## src/rtl/updn_strobe_pkg.sv

```systemverilog
package updn_strobe_pkg;
  typedef enum logic [1:0] {
    EV_NONE = 2'd0,
    EV_INC  = 2'd1,
    EV_DEC  = 2'd2,
    EV_BAD  = 2'd3
  } strobe_ev_e;
endpackage

```

## src/rtl/strobe_sync.sv

```systemverilog
module strobe_sync #(
  parameter int STAGES = 2
) (
  input  logic clk,
  input  logic rst,
  input  logic raw,
  output logic lvl,
  output logic rise
);
  logic [STAGES-1:0] chain;
  logic              prev;

  // idle level is high so a strobe held high through reset makes no edge
  always_ff @(posedge clk) begin
    if (rst) chain[0] <= 1'b1;
    else     chain[0] <= raw;
  end

  generate
    for (genvar i = 1; i < STAGES; i++) begin : g_stage
      always_ff @(posedge clk) begin
        if (rst) chain[i] <= 1'b1;
        else     chain[i] <= chain[i-1];
      end
    end
  endgenerate

  always_ff @(posedge clk) begin
    if (rst) prev <= 1'b1;
    else     prev <= chain[STAGES-1];
  end

  assign lvl  = chain[STAGES-1];
  assign rise = chain[STAGES-1] & ~prev;
endmodule

```

## src/rtl/strobe_decode.sv

```systemverilog
module strobe_decode
  import updn_strobe_pkg::*;
(
  input  logic       up_lvl,
  input  logic       up_rise,
  input  logic       dn_lvl,
  input  logic       dn_rise,
  output strobe_ev_e ev
);
  logic inc_ok;
  logic dec_ok;

  assign inc_ok = up_rise & dn_lvl & ~dn_rise;
  assign dec_ok = dn_rise & up_lvl & ~up_rise;

  always_comb begin
    if (inc_ok)                 ev = EV_INC;
    else if (dec_ok)            ev = EV_DEC;
    else if (up_rise | dn_rise) ev = EV_BAD;
    else                        ev = EV_NONE;
  end
endmodule

```

## src/rtl/count_core.sv

```systemverilog
module count_core
  import updn_strobe_pkg::*;
#(
  parameter int WIDTH = 4
) (
  input  logic             clk,
  input  logic             rst,
  input  logic             clear,
  input  logic             load_n,
  input  logic [WIDTH-1:0] din,
  input  strobe_ev_e       ev,
  output logic [WIDTH-1:0] q,
  output logic             err
);
  localparam logic [WIDTH-1:0] ONE = {{(WIDTH-1){1'b0}}, 1'b1};

  always_ff @(posedge clk) begin
    if (rst || clear)  q <= '0;
    else if (!load_n)  q <= din;
    else if (ev == EV_INC) q <= q + ONE;
    else if (ev == EV_DEC) q <= q - ONE;
  end

  always_ff @(posedge clk) begin
    if (rst || clear)       err <= 1'b0;
    else if (ev == EV_BAD)  err <= 1'b1;
  end
endmodule

```

## src/rtl/tc_gen.sv

```systemverilog
module tc_gen #(
  parameter int WIDTH = 4
) (
  input  logic             clk,
  input  logic             rst,
  input  logic [WIDTH-1:0] q,
  input  logic             up_lvl,
  input  logic             dn_lvl,
  output logic             tc_up_n,
  output logic             tc_dn_n
);
  localparam logic [WIDTH-1:0] TOP = {WIDTH{1'b1}};

  always_ff @(posedge clk) begin
    if (rst) begin
      tc_up_n <= 1'b1;
      tc_dn_n <= 1'b1;
    end else begin
      tc_up_n <= ~((q == TOP) & ~up_lvl);
      tc_dn_n <= ~((q == '0)  & ~dn_lvl);
    end
  end
endmodule

```

## src/rtl/updn_strobe_counter.sv

```systemverilog
module updn_strobe_counter
  import updn_strobe_pkg::*;
#(
  parameter int WIDTH       = 4,
  parameter int SYNC_STAGES = 2
) (
  input  logic             clk,
  input  logic             rst,
  input  logic             clear,
  input  logic             load_n,
  input  logic [WIDTH-1:0] din,
  input  logic             up_stb,
  input  logic             dn_stb,
  output logic [WIDTH-1:0] q,
  output logic             tc_up_n,
  output logic             tc_dn_n,
  output logic             err
);
  localparam int N_STB = 2;

  logic [N_STB-1:0] raw;
  logic [N_STB-1:0] lvl;
  logic [N_STB-1:0] rise;
  strobe_ev_e       ev;

  assign raw = {dn_stb, up_stb};

  generate
    for (genvar s = 0; s < N_STB; s++) begin : g_sync
      strobe_sync #(.STAGES(SYNC_STAGES)) u_sync (
        .clk  (clk),
        .rst  (rst),
        .raw  (raw[s]),
        .lvl  (lvl[s]),
        .rise (rise[s])
      );
    end
  endgenerate

  strobe_decode u_dec (
    .up_lvl  (lvl[0]),
    .up_rise (rise[0]),
    .dn_lvl  (lvl[1]),
    .dn_rise (rise[1]),
    .ev      (ev)
  );

  count_core #(.WIDTH(WIDTH)) u_core (
    .clk    (clk),
    .rst    (rst),
    .clear  (clear),
    .load_n (load_n),
    .din    (din),
    .ev     (ev),
    .q      (q),
    .err    (err)
  );

  tc_gen #(.WIDTH(WIDTH)) u_tc (
    .clk     (clk),
    .rst     (rst),
    .q       (q),
    .up_lvl  (lvl[0]),
    .dn_lvl  (lvl[1]),
    .tc_up_n (tc_up_n),
    .tc_dn_n (tc_dn_n)
  );
endmodule

```

## config.mk

```make
export PLATFORM = sky130hd
export DESIGN_NAME = updn_strobe_counter
export DESIGN_NICKNAME = d
export VERILOG_FILES = /design/src/rtl/updn_strobe_pkg.sv /design/src/rtl/strobe_sync.sv /design/src/rtl/strobe_decode.sv /design/src/rtl/count_core.sv /design/src/rtl/tc_gen.sv /design/src/rtl/updn_strobe_counter.sv
export SDC_FILE = /design/constraint.sdc
export NUM_CORES = 1
export LEC_CHECK = 0
export CAP_MARGIN = 20
export CORE_AREA = 2 2 39 41
export DETAILED_ROUTE_END_ITERATION = 7
export DIE_AREA = 0 0 41 43
export DONT_BUFFER_PORTS = 1
export GPL_TIMING_DRIVEN = 0
export PLACE_DENSITY_LB_ADDON = 0.12
export SYNTH_ARGS = -nofsm -noshare
export SYNTH_HDL_FRONTEND = slang
export SYNTH_HIERARCHICAL = 1
export SYNTH_SLANG_ARGS = --single-unit
```

## constraint.sdc

```tcl
create_clock -name clk -period 2.9 [get_ports clk]
set_input_delay 0.435 -clock clk [delete_from_list [all_inputs] [get_ports clk]]
set_output_delay 0.435 -clock clk [all_outputs]
set_load 0.1 [all_outputs]
```

==> results of run 1 <==
cell usage after synthesis (all sizes together):
cell / number / area share [%]
a211oi: 1 / 2.1
o21ai: 2 / 1.7
nor2b: 2 / 2.1
nor2: 5 / 3.2
a21oi: 3 / 2.5
nand2b: 2 / 2.1
ha: 2 / 4.2
nand2: 2 / 1.3
inv: 3 / 1.9
fa: 1 / 3.4
and4bb: 1 / 2.1
a21o: 3 / 3.8
o211ai: 1 / 1.3
xnor2: 3 / 4.5
or2: 7 / 7.4
xor2: 2 / 4.2
mux2i: 2 / 3.4
dfxtp: 13 / 44
clkbuf: 1 / 0.64
nor4: 1 / 1.1
nand3: 2 / 1.7
o22ai: 1 / 1.1
layout make-up:
cell class | instances | share of cell area [%]
Multi-Input combinational cell | 43 | 48.5
Sequential cell | 13 | 40.2
Clock buffer | 4 | 4.06
Tap cell | 16 | 3.09
Timing Repair Buffer | 1 | 1.74
Inverter | 3 | 1.74
Buffer | 1 | 0.580
power groups by stage:
stage                     registers [mW]  logic [mW]  clock network (mW)
after floorplan                    0.215      0.0291                   0
after global placement             0.217      0.0331                   0
after detailed placement           0.217      0.0333                   0
after CTS                          0.213      0.0338               0.115
after global routing               0.213      0.0408               0.126
final                              0.212      0.0356               0.109
cell families (layout without fill, tap and decap cells):
kind of cell,count (synthesis),in the layout,synth area share [%]
flip-flops,13,13,44.2
adder cells (fa/ha/maj),3,3,7.64
buffers and inverters,4,9,2.55
multiplexers,2,2,3.40
AO/OA/AOI/OAI,11,11,12.5
AND/OR/NAND/NOR,22,22,21.0
XOR/XNOR,5,5,8.71
layer usage:
metal / wire (um) / vias to the layer above / global-route usage (%) / share of wire (%)
met4: 13 / 0 / 8.00 / 1.4
met1: 487 / 166 / 20.8 / 52
met2: 361 / 13 / 15.6 / 39
met5: 0 / - / 0 / 0
li1: - / 210 / - / -
met3: 69 / 2 / 8.90 / 7.4
final timing paths:
path / slack [ps] / startpoint / endpoint
max reg2reg: 740 / u_core/q[1]$_SDFFE_PP0P_ / u_core/q[3]$_SDFFE_PP0P_
max: 740 / u_core/q[1]$_SDFFE_PP0P_ / u_core/q[3]$_SDFFE_PP0P_
min: 260 / rst / u_tc/tc_dn_n$_SDFF_PP1_
min reg2reg: 410 / g_sync[0].u_sync/chain[0]$_SDFF_PP1_ / g_sync[0].u_sync/lvl$_SDFF_PP1_
flip-flops by register name, summed over array words and instances (netlist names):
| name | flops |
|---|---|
| g_sync.u_sync/chain | 2 |
| u_core/q | 4 |
| g_sync.u_sync/lvl | 2 |
| u_tc/tc_up_n | 1 |
| g_sync.u_sync/prev | 2 |
| u_tc/tc_dn_n | 1 |
| u_core/err | 1 |
==> out/qor.csv, run 1 <==
metric,value,unit
outcome,"finished, final reports clean",
fp.dieW,41,um
grt_antenna_before_repair,0,
worst_slew_margin_rel,26.3,%
ys_types,23,
critical_path_arrival,2310,ps
power.switching_fraction,28.1,%
seq_area,260,um^2
p_seq_share,59.4,%
final_setup_violation_count,0,
layout_commonest_cell,sky130_fd_sc_hd__dfxtp_1,
final_cell_mix,"13 x sky130_fd_sc_hd__dfxtp_1, 7 x sky130_fd_sc_hd__or2_1, 5 x sky130_fd_sc_hd__nor2_1",
grt_first_pass_wirelength,1620,um
power.switching,100,uW
tritoncts,done,
leakage_power,0.272,nW
setup-tns-final,0,ps
dpl.hpwl,685,um
final_max_slew_viol_count,0,
cpMaxStageDelayCell,sky130_fd_sc_hd__dfxtp_1,
die_h,43,um
grt_use_total,14.4,%
final_design_area_no_fill,647,um^2
final-hold-violation-count,0,
drc,0,
layout-drive-gt1-share,10.8,%
die_area,1760,um^2
critical_path_depth,5,
antenna_cells_inserted,0,
core_region_area,1380,um^2
period_share,74.4,%
place.port_buffers,0,
routed_wl,931,um
seq_area_frac_synth,44.2,%
grt_setup_unrepaired,no,
count_of_buffer_and_inverter_cells_on_the_critical_path,0,
floorplan.initialDensity,42.6,%
setup.worst_path.end_class,flip-flop,
via_per_inst,4.83,
fillerInstances,137,
grt_start_max_net_pins,11,
synthCells,60,
critical-path-top-delay-family,flip-flops,
final_util,46.7,%
cts_setup_buffers,0,
clock_sink_count,13,
tightestPinTransition,1100,ps
total_power,356,uW
ir_worst_vdd,0.261,mV
area_growth,9.77,%
cpPeakStageDelay,1060,ps
worst_clock_skew,9.06,ps
synth_seq_cells,13,
crit_path_cell_trace,ha_1 -> a21o_1 -> a21oi_1 -> xnor2_1 -> o22ai_1,
num_io_pins,17,
hold_depth,2,
first_global_vias,367,
p_comb_share,10.0,%
cp_max_fo,6,
detailedRoute.firstPassIterationCount,4,
postRouteAntennaNets,0,
path_class,flip-flop to flip-flop,
cts_root_buf,sky130_fd_sc_hd__clkbuf_4,
synthesis_warning_total,6,
grt_ovf,0,
dr_total_vias,391,
dp_slack,760,ps
path_clk_slew,80,ps
r2r_cells,5,
placedInstanceArea,609,um^2
synth.net_count,73,
fp-row-count,14,
dp.cells,76,
hold_class,input pin to flip-flop,
cts_hold_buffers,0,
synthesis.area_per_instance,9.82,um^2
setup_ws,743,ps
intPower,256,uW
routabilityCongestion,0.738,
power_density,551,nW/um^2
crit_required,3050,ps
worst_skew_pair.late_latency,270,ps
clock_power_share,30.6,%
maxCapViolations,0,
multiInputGateArea,314,um^2
cts.htree.levels,1,
drt_first_iter_violations,11,
post_layout_nonfiller_instances,81,
cts_repair_resize_count,0,
worstSetupStartpointType,flip-flop,
mappedNetlistArea,589,um^2
final.hold.worst_slack,264,ps
max-clock-path-buffers,2,
achievable-frequency,464,MHz
final_net_count,79,
avgRoutedWirePerCell,11.5,um
final_period_minus_worst_setup_slack,2160,ps
cts_inserted_buffers,3,
Note: power is estimated with default switching activity, not from simulation.
==> inputs of run 2 (changes only) <==
- ABC_AREA: unset -> 1
- CORE_AREA: 2 2 39 41 -> unset
- CORE_MARGIN: unset -> 2
- CORE_UTILIZATION: unset -> 52
- DIE_AREA: 0 0 41 43 -> unset
- clock period: 2.9 -> 1.77 ns (I/O delays scaled with it)
==> run 2 against run 1 <==
Net effect: die area decreased by 7.8%; first-iteration DRC count increased by 45%; wire length increased by 36%; power increased by 76%; non-clock buffer count increased by 5; design area increased by 28%; flip-flop and latch count unchanged; register-to-register slack got worse by 670 ps; worst setup slack got worse by 670 ps; utilization increased by 19 points; sequential power increased by 68%.
==> out/qor.csv, run 2 <==
metric,value,unit,change
outcome,"finished, final reports clean",,
cts_hold_buffers,0,,unchanged
die_h,40.3,um,-6.3%
fp.dieW,40.3,um,-1.7%
maxCapViolations,0,,unchanged
place.port_buffers,0,,unchanged
grt_start_max_net_pins,9,,-2
max-clock-path-buffers,2,,unchanged
drc,0,,unchanged
fp-row-count,13,,-1
multiInputGateArea,384,um^2,+22%
postRouteAntennaNets,0,,unchanged
mappedNetlistArea,686,um^2,+16%
detailedRoute.firstPassIterationCount,4,,unchanged
achievable-frequency,590,MHz,+27%
via_per_inst,4.82,,about the same
worst_clock_skew,1.39,ps,-7.68 ps
critical_path_arrival,1900,ps,-410 ps
routabilityCongestion,0.762,,+3.2%
core_region_area,1270,um^2,-8.3%
crit_required,1970,ps,-1080 ps
synthDominantCellAreaShare,38.0,%,-6.2 points
synthesis_warning_total,6,,unchanged
path_clk_slew,80,ps,about the same
grt_ovf,0,,unchanged
final_util,65.3,%,+19 points
synth.net_count,112,,+53%
clock_power_share,28.5,%,-2.1 points
synthesis.area_per_instance,6.93,um^2,-29%
setup.worst_path.end_class,flip-flop,,
drt_first_iter_violations,16,,+5
antenna_cells_inserted,0,,unchanged
register_containing_the_most_flip_flops_in_the_final_layout,u_core/q,,
intPower,433,uW,+69%
synthCells,99,,+65%
reg2reg_slack,70,ps,-670 ps
final_max_slew_viol_count,0,,unchanged
p_comb_share,14.6,%,+4.6 points
power.switching,194,uW,+94%
die_area,1620,um^2,-7.8%
avgRoutedWirePerCell,10.1,um,-12%
final.hold.worst_slack,83.5,ps,-180 ps
cp_max_fo,5,,-1
final-hold-violation-count,0,,unchanged
cts_root_buf,sky130_fd_sc_hd__clkbuf_4,,
floorplan.initialDensity,54.0,%,+11 points
fillerInstances,112,,-18%
grt_antenna_before_repair,0,,unchanged
seq_area,268,um^2,+2.9%
routed_wl,1260,um,+36%
postSynth.asyncResetShare,0,%,unchanged
final_cell_mix,"29 x sky130_fd_sc_hd__nand2_1, 15 x sky130_fd_sc_hd__inv_1, 7 x sky130_fd_sc_hd__dfxtp_1, 7 x sky130_fd_sc_hd__buf_4, 7 x sky130_fd_sc_hd__nor2_1",,
power_density,757,nW/um^2,+37%
dr_total_vias,603,,+54%
cts_inserted_buffers,3,,unchanged
synthTopCellsByCount,"32 x sky130_fd_sc_hd__nand2_1, 17 x sky130_fd_sc_hd__inv_1, 13 x sky130_fd_sc_hd__dfxtp_1, 7 x sky130_fd_sc_hd__nor2_1, 5 x sky130_fd_sc_hd__nand3_1",,
tightestPinTransition,962,ps,-141 ps
ys_types,20,,-13%
final_design_area_no_fill,828,um^2,+28%
synth.most_common_cell,sky130_fd_sc_hd__nand2_1,,
synth_top_flop_cell,sky130_fd_sc_hd__dfxtp_1,,
post_synth_main_area_contributors,"sky130_fd_sc_hd__dfxtp_1 38%, sky130_fd_sc_hd__nand2_1 18%, sky130_fd_sc_hd__inv_1 9.3%",,
worstSetupStartpointType,flip-flop,,
grt_use_total,18.5,%,+4.2 points
layout_commonest_cell,sky130_fd_sc_hd__nand2_1,,
grt_first_pass_wirelength,1930,um,+19%
dpl.hpwl,933,um,+36%
post-synth-top-area-cell,sky130_fd_sc_hd__dfxtp_1,,
cts.htree.levels,1,,unchanged
ir_worst_vdd,0.552,mV,+110%
period_share,95.8,%,+21 points
largest_register_ff_count,4,,unchanged
num_io_pins,17,,unchanged
synth-edff-count,0,,unchanged
power.switching_fraction,31.0,%,+2.9 points
first_global_vias,476,,+30%
final_net_count,124,,+57%
final_setup_violation_count,0,,unchanged
placedInstanceArea,708,um^2,+16%
hold_class,input pin to flip-flop,,
seq_area_frac_synth,38.0,%,-6.2 points
path_class,flip-flop to flip-flop,,
worst_slew_margin_rel,35.8,%,+9.4 points
leakage_power,0.418,nW,+54%
tritoncts,done,,
total_power,627,uW,+76%
layout-drive-gt1-share,31.8,%,+21 points
final_period_minus_worst_setup_slack,1700,ps,-460 ps
p_seq_share,56.9,%,-2.5 points
area_growth,20.8,%,
worst_skew_pair.late_latency,270,ps,about the same
clock_sink_count,13,,unchanged
synth_seq_cells,13,,unchanged
## run 2: cell count changes in the layout (fill, tap and decap cells not counted), moves of 4 or more
| cell | before | now |
|---|---|---|
| sky130_fd_sc_hd__o21ai_0 | 0 | 4 |
| sky130_fd_sc_hd__inv_1 | 3 | 15 |
| sky130_fd_sc_hd__nand2_1 | 2 | 29 |
| sky130_fd_sc_hd__or2_1 | 7 | 1 |
| sky130_fd_sc_hd__dfxtp_1 | 13 | 7 |
| sky130_fd_sc_hd__dfxtp_2 | 0 | 6 |
| sky130_fd_sc_hd__buf_4 | 0 | 7 |
## run 2: worst paths after layout
check / start / to / cells after the start
worst max-delay path: u_core/q[2]$_SDFFE_PP0P_ / u_core/q[3]$_SDFFE_PP0P_ / 7
worst min-delay path: dn_stb / g_sync[1].u_sync/chain[0]$_SDFF_PP1_ / 2
worst max register to register: u_core/q[2]$_SDFFE_PP0P_ / u_core/q[3]$_SDFFE_PP0P_ / 7
worst min register to register: g_sync[1].u_sync/chain[0]$_SDFF_PP1_ / g_sync[1].u_sync/lvl$_SDFF_PP1_ / 2
## run 2: worst max-delay path, stage by stage (launching register included)
cell	delay, ps
sky130_fd_sc_hd__dfxtp_2	720
sky130_fd_sc_hd__ha_4	300
sky130_fd_sc_hd__or2_1	230
sky130_fd_sc_hd__nand2_1	70
sky130_fd_sc_hd__nand2_1	50
sky130_fd_sc_hd__nand3_1	80
sky130_fd_sc_hd__nand2_1	70
sky130_fd_sc_hd__a21oi_2	100
## run 2: cell type report
type | instances | share of cell area, %
clock buffer | 4 | 3.17
inverter | 20 | 9.52
tap | 15 | 2.27
timing repair buffer | 7 | 6.34
sequential | 13 | 32.3
multi-input combinational | 66 | 46.4
## run 2: cells by family after synthesis
kind of cell,Yosys count,share of synthesized area (%)
AND/OR/NAND/NOR,52,33.8
buffers and inverters,20,11.1
flip-flops,13,38.0
AO/OA/AOI/OAI,10,9.31
adder cells (fa/ha/maj),3,6.57
XOR/XNOR,1,1.28
## run 2: layer usage
layer  GRT usage, %  wire (um)  share of wire (%)  vias to the layer above
li1               -          -                  -                      319
met5              0          0                  0                        -
met4           10.0         14                1.1                        0
met1           24.7        586                 46                      267
met2           26.6        579                 46                       15
met3           5.56         83                6.6                        2
## run 2: power groups by stage
| stage | registers (mW) | logic [mW] | clock network, mW |
|---|---|---|---|
| finish | 0.357 | 0.0915 | 0.179 |
| floorplan | 0.360 | 0.0657 | 0 |
| detailed placement | 0.363 | 0.0763 | 0 |
| global placement | 0.363 | 0.0740 | 0 |
| global route | 0.359 | 0.106 | 0.193 |
| CTS | 0.357 | 0.0824 | 0.185 |
## run 2: timing repair
item,in CTS,in global routing
buffers inserted,2,5
resized for setup,3,10
pin swaps,1,7
gates cloned,0,0
setup endpoints to repair,1,2
## run 2: stage by stage
stage | worst slack [ps] | instances | TNS, ps
6_report | 73.7 | 125 | 0
5_1_grt | -10.6 | 125 | -10.6
4_1_cts | 8.09 | 120 | 0
3_5_place_dp | -156 | 114 | -156
3_3_place_gp | -130 | 114 | -130
2_1_floorplan | 41.4 | 99 | 0
==> inputs of run 3 (changes only) <==
- CORE_UTILIZATION: 52 -> 45
==> run 3 against run 2 <==
Net effect: worst setup slack better by 28 ps; clock skew is 2.3 ps higher; critical path depth is 6 higher; register-to-register slack better by 30 ps; die area is 14% higher; wire length is 2.4% higher; flip-flop and latch count stayed put; first-iteration DRC count is 31% lower; utilization is 11 points lower; clock-buffer cell count stayed put.
==> out/qor.csv, run 3 (same netlist as run 2, synthesis figures left out) <==
metric,value,unit,change
hold_class,input pin to flip-flop,,
core_region_area,1470,um^2,+16%
final_cell_mix,"30 x sky130_fd_sc_hd__nand2_1, 15 x sky130_fd_sc_hd__inv_1, 7 x sky130_fd_sc_hd__dfxtp_1, 7 x sky130_fd_sc_hd__nor2_1",,
tightestPinTransition,951,ps,-10.8 ps
grt_first_pass_wirelength,2010,um,+3.9%
timing.hold.worst.start,dn_stb,,
crit_path_cell_trace,inv_2 -> nor2_2 -> nand2_1 -> nand2_2 -> inv_4 -> nand2_4 -> ha_4 -> or2_1 -> nand2_1 -> nand2_1 -> nand3_1 -> nand2_1 -> a21oi_2,,
cts.htree.levels,1,,unchanged
routabilityCongestion,0.765,,+0.37%
antenna_cells_inserted,0,,unchanged
cts_root_buf,sky130_fd_sc_hd__clkbuf_4,,
floorplan.initialDensity,46.6,%,-7.4 points
r2r_cells,13,,+6
layout_commonest_cell,sky130_fd_sc_hd__nand2_1,,
maxCapViolations,0,,unchanged
dr_total_vias,586,,-2.8%
period_share,94.3,%,-1.6 points
crit_required,1980,ps,about the same
setup-tns-final,0,ps,unchanged
reg2reg_slack,100,ps,+30 ps
tritoncts,done,,
worst_slew_margin_rel,36.5,%,+0.72 points
crit_top_cell,sky130_fd_sc_hd__nand2_1,,
drt_first_iter_violations,11,,-5
worst_clock_skew,3.67,ps,+2.28 ps
path_class,flip-flop to flip-flop,,
final_max_slew_viol_count,0,,unchanged
die_area,1850,um^2,+14%
setup_ws,101,ps,+27.5 ps
first_global_vias,489,,+2.7%
postRouteAntennaNets,0,,unchanged
critical_path_arrival,1870,ps,-30 ps
worst_setup_path_startpoint,g_sync[0].u_sync/lvl$_SDFF_PP1_,,
grt_start_max_net_pins,9,,unchanged
via_per_inst,4.80,,-0.43%
fp-row-count,14,,+1
power_density,784,nW/um^2,+3.5%
final_util,54.0,%,-11 points
achievable-frequency,599,MHz,+1.6%
clock_sink_count,13,,unchanged
worstReg2RegEnd,u_core/q[3]$_SDFFE_PP0P_,,
setup.worst_path.end_class,flip-flop,,
grt_use_total,14.5,%,-4.0 points
fp.dieW,43.0,um,+6.8%
grt_ovf,0,,unchanged
worst_skew_pair.late_latency,270,ps,about the same
final_period_minus_worst_setup_slack,1670,ps,-27.5 ps
worstSetupStartpointType,flip-flop,,
routed_wl,1290,um,+2.4%
max-clock-path-buffers,2,,unchanged
outcome,"finished, final reports clean",,
place.port_buffers,0,,unchanged
layout-drive-gt1-share,28.3,%,-3.5 points
die_h,43.0,um,+6.8%
drc,0,,unchanged
post_layout_nonfiller_instances,122,,-2.4%
avgRoutedWirePerCell,10.6,um,+4.9%
dpl.hpwl,941,um,+0.85%
cpMaxStageDelayCell,sky130_fd_sc_hd__dfxtp_2,,
leakage_power,0.399,nW,-4.7%
dp.cells,115,,+0.88%
detailedRoute.firstPassIterationCount,3,,-1
hold_depth,2,,unchanged
cpPeakStageDelay,340,ps,-380 ps
final-hold-violation-count,0,,unchanged
timing.rr.start,g_sync[0].u_sync/lvl$_SDFF_PP1_,,
dp_slack,-142,ps,+14.3 ps
final_net_count,120,,-3.2%
ir_worst_vdd,0.520,mV,-5.8%
holdPathEnd,g_sync[1].u_sync/chain[0]$_SDFF_PP1_,,
register_containing_the_most_flip_flops_in_the_final_layout,u_core/q,,
final_setup_violation_count,0,,unchanged
cp_max_fo,6,,+1
fillerInstances,155,,+38%
area_growth,15.9,%,
cts_inserted_buffers,3,,unchanged
grt_antenna_before_repair,0,,unchanged
largest_register_ff_count,4,,unchanged
num_io_pins,17,,unchanged
path_clk_slew,80,ps,about the same
run 3: changes by cell type in the layout (fill, tap and decap cells not counted), sizes merged:
cell  delta
buf      -4
run 3: layer usage:
| layer | track usage, % | share of wire (%) | up-vias |
|---|---|---|---|
| met4 | 3.64 | 0 | 0 |
| met1 | 18.3 | 51 | 265 |
| met5 | 0 | 0 | - |
| met3 | 5.96 | 3.5 | 0 |
| met2 | 23.0 | 45 | 8 |
| li1 | - | - | 313 |
run 3: where the power goes:
| part | internal [mW] | switching (mW) | total [mW] |
|---|---|---|---|
| Clock | 0.0871 | 0.0920 | 0.179 |
| Combinational | 0.0377 | 0.0491 | 0.0868 |
| Sequential | 0.304 | 0.0530 | 0.357 |
| Total | 0.429 | 0.194 | 0.623 |
run 3: final cells by class:
type / instances / area [um^2] / area share [%]
clock buffers: 4 / 26.3 / 3.31
inverters: 20 / 78.8 / 9.92
multi-input cells: 66 / 377 / 47.4
flip-flops and latches: 13 / 270 / 34.0
well taps: 16 / 20.0 / 2.52
repair buffers: 3 / 22.5 / 2.83
run 3: worst max-delay path by stage:
stage                               end  slack, ps
2_1_floorplan  u_core/q[3]$_SDFFE_PP0P_         40
3_3_place_gp   u_core/q[3]$_SDFFE_PP0P_       -140
3_5_place_dp   u_core/q[3]$_SDFFE_PP0P_       -140
4_1_cts        u_core/q[3]$_SDFFE_PP0P_          4
5_1_grt        u_core/q[3]$_SDFFE_PP0P_      -0.07
6_report       u_core/q[3]$_SDFFE_PP0P_        100
run 3: critical path, delay by kind of cell (launching register included):
kind	cells	cell delay [ps]
DFF	1	340
adders and majority gates	1	220
AOI/OAI and AO/OA	1	100
and+or+nand+nor	9	860
buffers and inverters	2	90
run 3: timing repair:
action	4_1_cts	5_1_grt
endpoints found under the setup margin	1	2
pin swaps	0	9
hold buffers	0	0
buffers inserted	0	3
hold endpoints to repair	0	0
gates resized for setup	3	9
run 3: through the flow:
stage               hold WS [ps]  power (mW)  area (um^2)
finish                      81.9       0.623          795
global route                91.3       0.654          795
CTS                         70.9       0.629          756
detailed placement           362       0.439          709
global placement             361       0.438          709
floorplan                    357       0.425          689
